===== config.mk =====
export PLATFORM = sky130hd
export DESIGN_NAME = pipe_hazard_ctrl
export DESIGN_NICKNAME = d
export VERILOG_FILES = /design/src/rtl/hz_pkg.sv /design/src/rtl/hz_src_match.sv /design/src/rtl/hz_stall_ctrl.sv /design/src/rtl/pipe_hazard_ctrl.sv
export SDC_FILE = /design/constraint.sdc
export NUM_CORES = 1
export LEC_CHECK = 0
export BUFFER_PORTS_ARGS = -buffer_cell sky130_fd_sc_hd__buf_2
export CAP_MARGIN = 20
export CORE_UTILIZATION = 37
export DETAILED_ROUTE_END_ITERATION = 6
export GPL_TIMING_DRIVEN = 0
export PLACE_DENSITY = 0.9
export SLEW_MARGIN = 20
export SYNTH_ARGS = -nofsm -noshare
export SYNTH_HDL_FRONTEND = slang
export SYNTH_SLANG_ARGS = --single-unit

===== constraint.sdc =====
create_clock -name vclk -period 2.1
set_input_delay 0.42 -clock vclk [all_inputs]
set_output_delay 0.42 -clock vclk [all_outputs]
set_load 0.01 [all_outputs]

===== src/rtl/hz_pkg.sv =====
`timescale 1ns/1ps
package hz_pkg;
  parameter int unsigned REG_AW = 5;
  localparam int unsigned NUM_SRC = 2;

  typedef enum logic [1:0] {
    FWD_RF  = 2'd0,
    FWD_EX  = 2'd1,
    FWD_MEM = 2'd2,
    FWD_WB  = 2'd3
  } fwd_sel_e;

  typedef struct packed {
    logic [REG_AW-1:0] rd;
    logic              wr;
    logic              load;
  } producer_t;
endpackage


===== src/rtl/hz_src_match.sv =====
`timescale 1ns/1ps
module hz_src_match
  import hz_pkg::*;
#(
  parameter bit BR_EX_STALL = 1'b1
) (
  input  logic [REG_AW-1:0] src,
  input  logic              use_src,
  input  logic              is_branch,
  input  logic              legacy,
  input  producer_t         p_ex,
  input  producer_t         p_mem,
  input  producer_t         p_wb,
  output fwd_sel_e          sel,
  output logic              stall_req
);
  logic live;
  logic hit_ex, hit_mem, hit_wb;

  assign live    = use_src && (src != '0);
  assign hit_ex  = live && p_ex.wr  && (p_ex.rd  == src);
  assign hit_mem = live && p_mem.wr && (p_mem.rd == src);
  assign hit_wb  = live && p_wb.wr  && (p_wb.rd  == src);

  always_comb begin
    if (hit_ex)       sel = FWD_EX;
    else if (hit_mem) sel = FWD_MEM;
    else if (hit_wb)  sel = FWD_WB;
    else              sel = FWD_RF;
  end

  always_comb begin
    stall_req = 1'b0;
    if (hit_ex) begin
      if (p_ex.load || (is_branch && BR_EX_STALL)) stall_req = 1'b1;
    end else if (hit_mem && p_mem.load && legacy) begin
      stall_req = 1'b1;
    end
  end
endmodule


===== src/rtl/hz_stall_ctrl.sv =====
`timescale 1ns/1ps
module hz_stall_ctrl
  import hz_pkg::*;
(
  input  logic [NUM_SRC-1:0] stall_reqs,
  input  logic               branch_taken,
  output logic               hold_pc,
  output logic               hold_ifid,
  output logic               bubble_ex,
  output logic               pc_redirect
);
  logic stall;

  assign stall       = |stall_reqs;
  assign hold_pc     = stall;
  assign hold_ifid   = stall;
  assign bubble_ex   = stall;
  assign pc_redirect = branch_taken && !stall;
endmodule


===== src/rtl/pipe_hazard_ctrl.sv =====
`timescale 1ns/1ps
module pipe_hazard_ctrl
  import hz_pkg::*;
#(
  parameter bit BR_EX_STALL = 1'b1
) (
  input  logic              legacy_mode,
  input  logic [REG_AW-1:0] id_rs,
  input  logic [REG_AW-1:0] id_rt,
  input  logic              id_use_rs,
  input  logic              id_use_rt,
  input  logic              id_branch,
  input  logic              id_branch_taken,
  input  logic [REG_AW-1:0] ex_rd,
  input  logic              ex_wr,
  input  logic              ex_load,
  input  logic [REG_AW-1:0] mem_rd,
  input  logic              mem_wr,
  input  logic              mem_load,
  input  logic [REG_AW-1:0] wb_rd,
  input  logic              wb_wr,
  output logic [1:0]        fwd_rs_sel,
  output logic [1:0]        fwd_rt_sel,
  output logic              hold_pc,
  output logic              hold_ifid,
  output logic              bubble_ex,
  output logic              pc_redirect
);
  producer_t p_ex, p_mem, p_wb;
  logic [REG_AW-1:0] src_arr [NUM_SRC];
  logic              use_arr [NUM_SRC];
  fwd_sel_e          sel_arr [NUM_SRC];
  logic [NUM_SRC-1:0] req_vec;

  assign p_ex  = '{rd: ex_rd,  wr: ex_wr,  load: ex_load};
  assign p_mem = '{rd: mem_rd, wr: mem_wr, load: mem_load};
  assign p_wb  = '{rd: wb_rd,  wr: wb_wr,  load: 1'b0};

  assign src_arr[0] = id_rs;
  assign src_arr[1] = id_rt;
  assign use_arr[0] = id_use_rs;
  assign use_arr[1] = id_use_rt;

  for (genvar g = 0; g < NUM_SRC; g++) begin : g_src
    hz_src_match #(.BR_EX_STALL(BR_EX_STALL)) u_match (
      .src       (src_arr[g]),
      .use_src   (use_arr[g]),
      .is_branch (id_branch),
      .legacy    (legacy_mode),
      .p_ex      (p_ex),
      .p_mem     (p_mem),
      .p_wb      (p_wb),
      .sel       (sel_arr[g]),
      .stall_req (req_vec[g])
    );
  end

  assign fwd_rs_sel = sel_arr[0];
  assign fwd_rt_sel = sel_arr[1];

  hz_stall_ctrl u_stall (
    .stall_reqs   (req_vec),
    .branch_taken (id_branch_taken),
    .hold_pc      (hold_pc),
    .hold_ifid    (hold_ifid),
    .bubble_ex    (bubble_ex),
    .pc_redirect  (pc_redirect)
  );
endmodule


==> report_table.html <==
<table>
<tr><th>Metric</th><th>Value</th></tr>
<tr><th colspan="2">STA</th></tr>
<tr><td>Post-Route Hold Slack</td><td>1190 ps</td></tr>
<tr><td>Slew at the pin closest to its max-slew limit</td><td>396 ps</td></tr>
<tr><td>Count of final max-slew check failures</td><td>0</td></tr>
<tr><td>Worst max-slew margin expressed relative to the limit</td><td>0.734</td></tr>
<tr><td>Final worst path period share</td><td>1.19</td></tr>
<tr><td>Final count of hold timing violations</td><td>0</td></tr>
<tr><td>Time the final worst path needs with I/O delays and setup</td><td>2510 ps</td></tr>
<tr><td>Max Clock Freq</td><td>0.399 GHz</td></tr>
<tr><td>Setup repair after global routing missed its margin</td><td>yes</td></tr>
<tr><td>TNS Setup</td><td>-2270 ps</td></tr>
<tr><td>Final setup margin</td><td>-408 ps</td></tr>
<tr><td>Final number of setup-violating endpoints</td><td>8</td></tr>
<tr><th colspan="2">Logic synthesis</th></tr>
<tr><td>Portion of the post-synthesis area used by sequential elements</td><td>0</td></tr>
<tr><td>Post-synthesis cell count</td><td>62</td></tr>
<tr><td>Synthesized Nets</td><td>97</td></tr>
<tr><td>Avg Inst Size Synth</td><td>8.17 µm²</td></tr>
<tr><td>Number of warnings reported in the yosys synthesis log</td><td>0</td></tr>
<tr><td>Number of library cell types mapped by synthesis</td><td>19</td></tr>
<tr><td>Cell area after synthesis</td><td>507 µm²</td></tr>
<tr><th colspan="2">Placed design</th></tr>
<tr><td>Weighted congestion reported at the end of routability-driven placement</td><td>0.819</td></tr>
<tr><td>Port bufs</td><td>43</td></tr>
<tr><td>Number of instances in the placed design</td><td>119</td></tr>
<tr><td>Pre-CTS setup slack</td><td>-430 ps</td></tr>
<tr><td>Placed instance area</td><td>747 µm²</td></tr>
<tr><td>Post-detail-place hpwl</td><td>1310 µm</td></tr>
<tr><th colspan="2">GRT</th></tr>
<tr><td>Aggregate global routing overflow</td><td>0</td></tr>
<tr><td>Antenna violations before repair</td><td>0</td></tr>
<tr><td>First-pass GRT wire length</td><td>2700 µm</td></tr>
<tr><td>Pin count of the biggest net entering global routing</td><td>5</td></tr>
<tr><td>Global-route total usage across every layer</td><td>0.262</td></tr>
<tr><td>Vias in the first global route</td><td>653</td></tr>
<tr><th colspan="2">Worst setup path</th></tr>
<tr><td>Library cell appearing most often on the critical path</td><td>buf_6</td></tr>
<tr><td>Slowest cell delay on critical path</td><td>530 ps</td></tr>
<tr><td>Required arrival time at the worst endpoint</td><td>1680 ps</td></tr>
<tr><td>Type of the worst setup path</td><td>input pin to primary output</td></tr>
<tr><td>Type of element launching the critical path</td><td>input pin</td></tr>
<tr><td>Kind of end point of the critical path</td><td>primary output</td></tr>
<tr><td>Critical-path maximum fanout</td><td>4</td></tr>
<tr><td>Series of cell instances along the critical path</td><td>buf_8 &gt; or4_4 &gt; o21a_4 &gt; and4_4 &gt; o22ai_4 &gt; a31o_4 &gt; buf_6 &gt; buf_6</td></tr>
<tr><td>Family with the most delay on the worst path</td><td>simple AND/OR/NAND/NOR gates</td></tr>
<tr><td>Logic depth of the worst setup path including buffers</td><td>8</td></tr>
<tr><td>Worst endpoint data arrival time</td><td>2090 ps</td></tr>
<tr><td>Buffers and inverters on the worst path</td><td>3</td></tr>
<tr><td>Slowest stage cell, crit path</td><td>or4_4</td></tr>
<tr><th colspan="2">Final layout</th></tr>
<tr><td>Ant diodes</td><td>0</td></tr>
<tr><td>Fraction of final layout cells with drive strength greater than 1</td><td>0.629</td></tr>
<tr><td>Fillers</td><td>65</td></tr>
<tr><td>Footprint of the flip-flops and latches</td><td>0 µm²</td></tr>
<tr><td>Number of nets in the finished design</td><td>153</td></tr>
<tr><td>Filler-free cell count of the finished design</td><td>130</td></tr>
<tr><td>Number of sequential storage elements</td><td>0</td></tr>
<tr><td>Total area of multi-input combinational cells</td><td>588 µm²</td></tr>
<tr><td>Layout overhead on the synthesized area</td><td>98.3%</td></tr>
<tr><td>Clock buffer count</td><td>0</td></tr>
<tr><td>Cell area after layout</td><td>0.00100 mm²</td></tr>
<tr><td>Fraction of the core area covered by cells at the end of the flow</td><td>0.847</td></tr>
<tr><th colspan="2">Floorplan</th></tr>
<tr><td>Die area</td><td>0.00152 mm²</td></tr>
<tr><td>Number of cell rows</td><td>12</td></tr>
<tr><td>Initial core utilization</td><td>0.427</td></tr>
<tr><td>Die extent in y</td><td>39.0 µm</td></tr>
<tr><td>Floorplan die width</td><td>39.0 µm</td></tr>
<tr><td># IOs</td><td>43</td></tr>
<tr><td>CORE AREA</td><td>0.00119 mm²</td></tr>
<tr><th colspan="2">Detailed routing</th></tr>
<tr><td>Post-detailed-route wirelength per cell</td><td>19.6 µm</td></tr>
<tr><td>Count of TritonRoute iterations in the first routing pass</td><td>4</td></tr>
<tr><td>Number of DRC markers in iteration 0</td><td>26</td></tr>
<tr><td>Antenna Nets Post-Route</td><td>0</td></tr>
<tr><td>WL final</td><td>2550 µm</td></tr>
<tr><td>DRC violation count after routing</td><td>0</td></tr>
<tr><td>Total vias in the final route</td><td>754</td></tr>
<tr><td>Via-per-instance ratio</td><td>5.80</td></tr>
<tr><th colspan="2">Worst hold path</th></tr>
<tr><td>Worst hold path stage count</td><td>4</td></tr>
<tr><td>Type of the most critical hold path</td><td>input pin to primary output</td></tr>
<tr><th colspan="2">Power and ir drop</th></tr>
<tr><td>Post-layout total power</td><td>0.192 mW</td></tr>
<tr><td>Max rail drop VDD</td><td>0.133 mV</td></tr>
<tr><td>Power density over the cells</td><td>191 mW/mm²</td></tr>
<tr><td>Static Leak</td><td>0.467 nW</td></tr>
<tr><th colspan="2">Outcome</th></tr>
<tr><td>Result of the run</td><td>finished with violations</td></tr>
<tr><td>Violated checks</td><td>negative setup slack</td></tr>
<tr><th colspan="2">Run</th></tr>
<tr><td>Count of maximum capacitance violations</td><td>0</td></tr>
</table>
path summary, 6_finish.rpt:
check,from,to,slack [ps]
worst max-delay path,id_rs[2],hold_pc,-410
worst min-delay path,id_branch_taken,pc_redirect,1190
what timing repair did:
item | 4_1_cts | 5_1_grt
buffers inserted | 5 | 6
hold buffers | 0 | 0
endpoints found under the setup margin | 8 | 8
pin swaps | 13 | 12
resized for setup | 15 | 23
tightest hold or removal path: stages:
cell,delay (ps)
buf_2,100
inv_1,70
a311oi_2,50
buf_2,130
report_power, final:
group,switching (mW),internal (mW)
combinational,0.100,0.0920
clock,0,0
sequential,0,0
total,0.100,0.0920
cells in the mapped netlist (all sizes together):
cell,instances,area share
a31o,1,0.017
buf,2,0.030
xor2,24,0.41
nor2,1,0.0074
nand2,2,0.015
xnor2,6,0.10
nand4,6,0.099
a21oi,3,0.030
nor4,6,0.11
nand2b,2,0.025
o21a,2,0.030
and4,2,0.040
a311oi,1,0.017
inv,1,0.0074
or4,2,0.030
o22ai,1,0.025
final cells by class:
cell class / instances / share of cell area
Buffer: 2 / 0.0224
Timing Repair Buffer: 54 / 0.371
Tap cell: 14 / 0.0174
Multi-Input combinational cell: 59 / 0.585
Inverter: 1 / 0.00374
layer usage:
layer / vias to the layer above / track usage / share of wire
li1: 334 / - / -
met1: 354 / 0.250 / 0.37
met2: 50 / 0.525 / 0.49
met3: 16 / 0.0289 / 0.077
met4: 0 / 0.138 / 0.064
met5: - / 0 / 0
cell usage in the layout, fill, tap and decap left out, types with 4 or more instances in the layout:
master | netlist | routed
buf_4 | 2 | 9
buf_2 | 0 | 34
xnor2_1 | 6 | 6
buf_6 | 0 | 8
buf_8 | 0 | 4
xor2_1 | 24 | 23
nand4_1 | 4 | 4
cells by family (layout without fill, tap and decap cells):
kind of cell | Yosys count | count (layout) | share of synthesized area
xor gates and xnor gates | 30 | 30 | 0.519
and+or+nand+nor | 21 | 21 | 0.326
AOI/OAI and AO/OA | 8 | 8 | 0.119
buffers and inverters | 3 | 57 | 0.0370
Note: power is estimated with default switching activity, not from simulation.
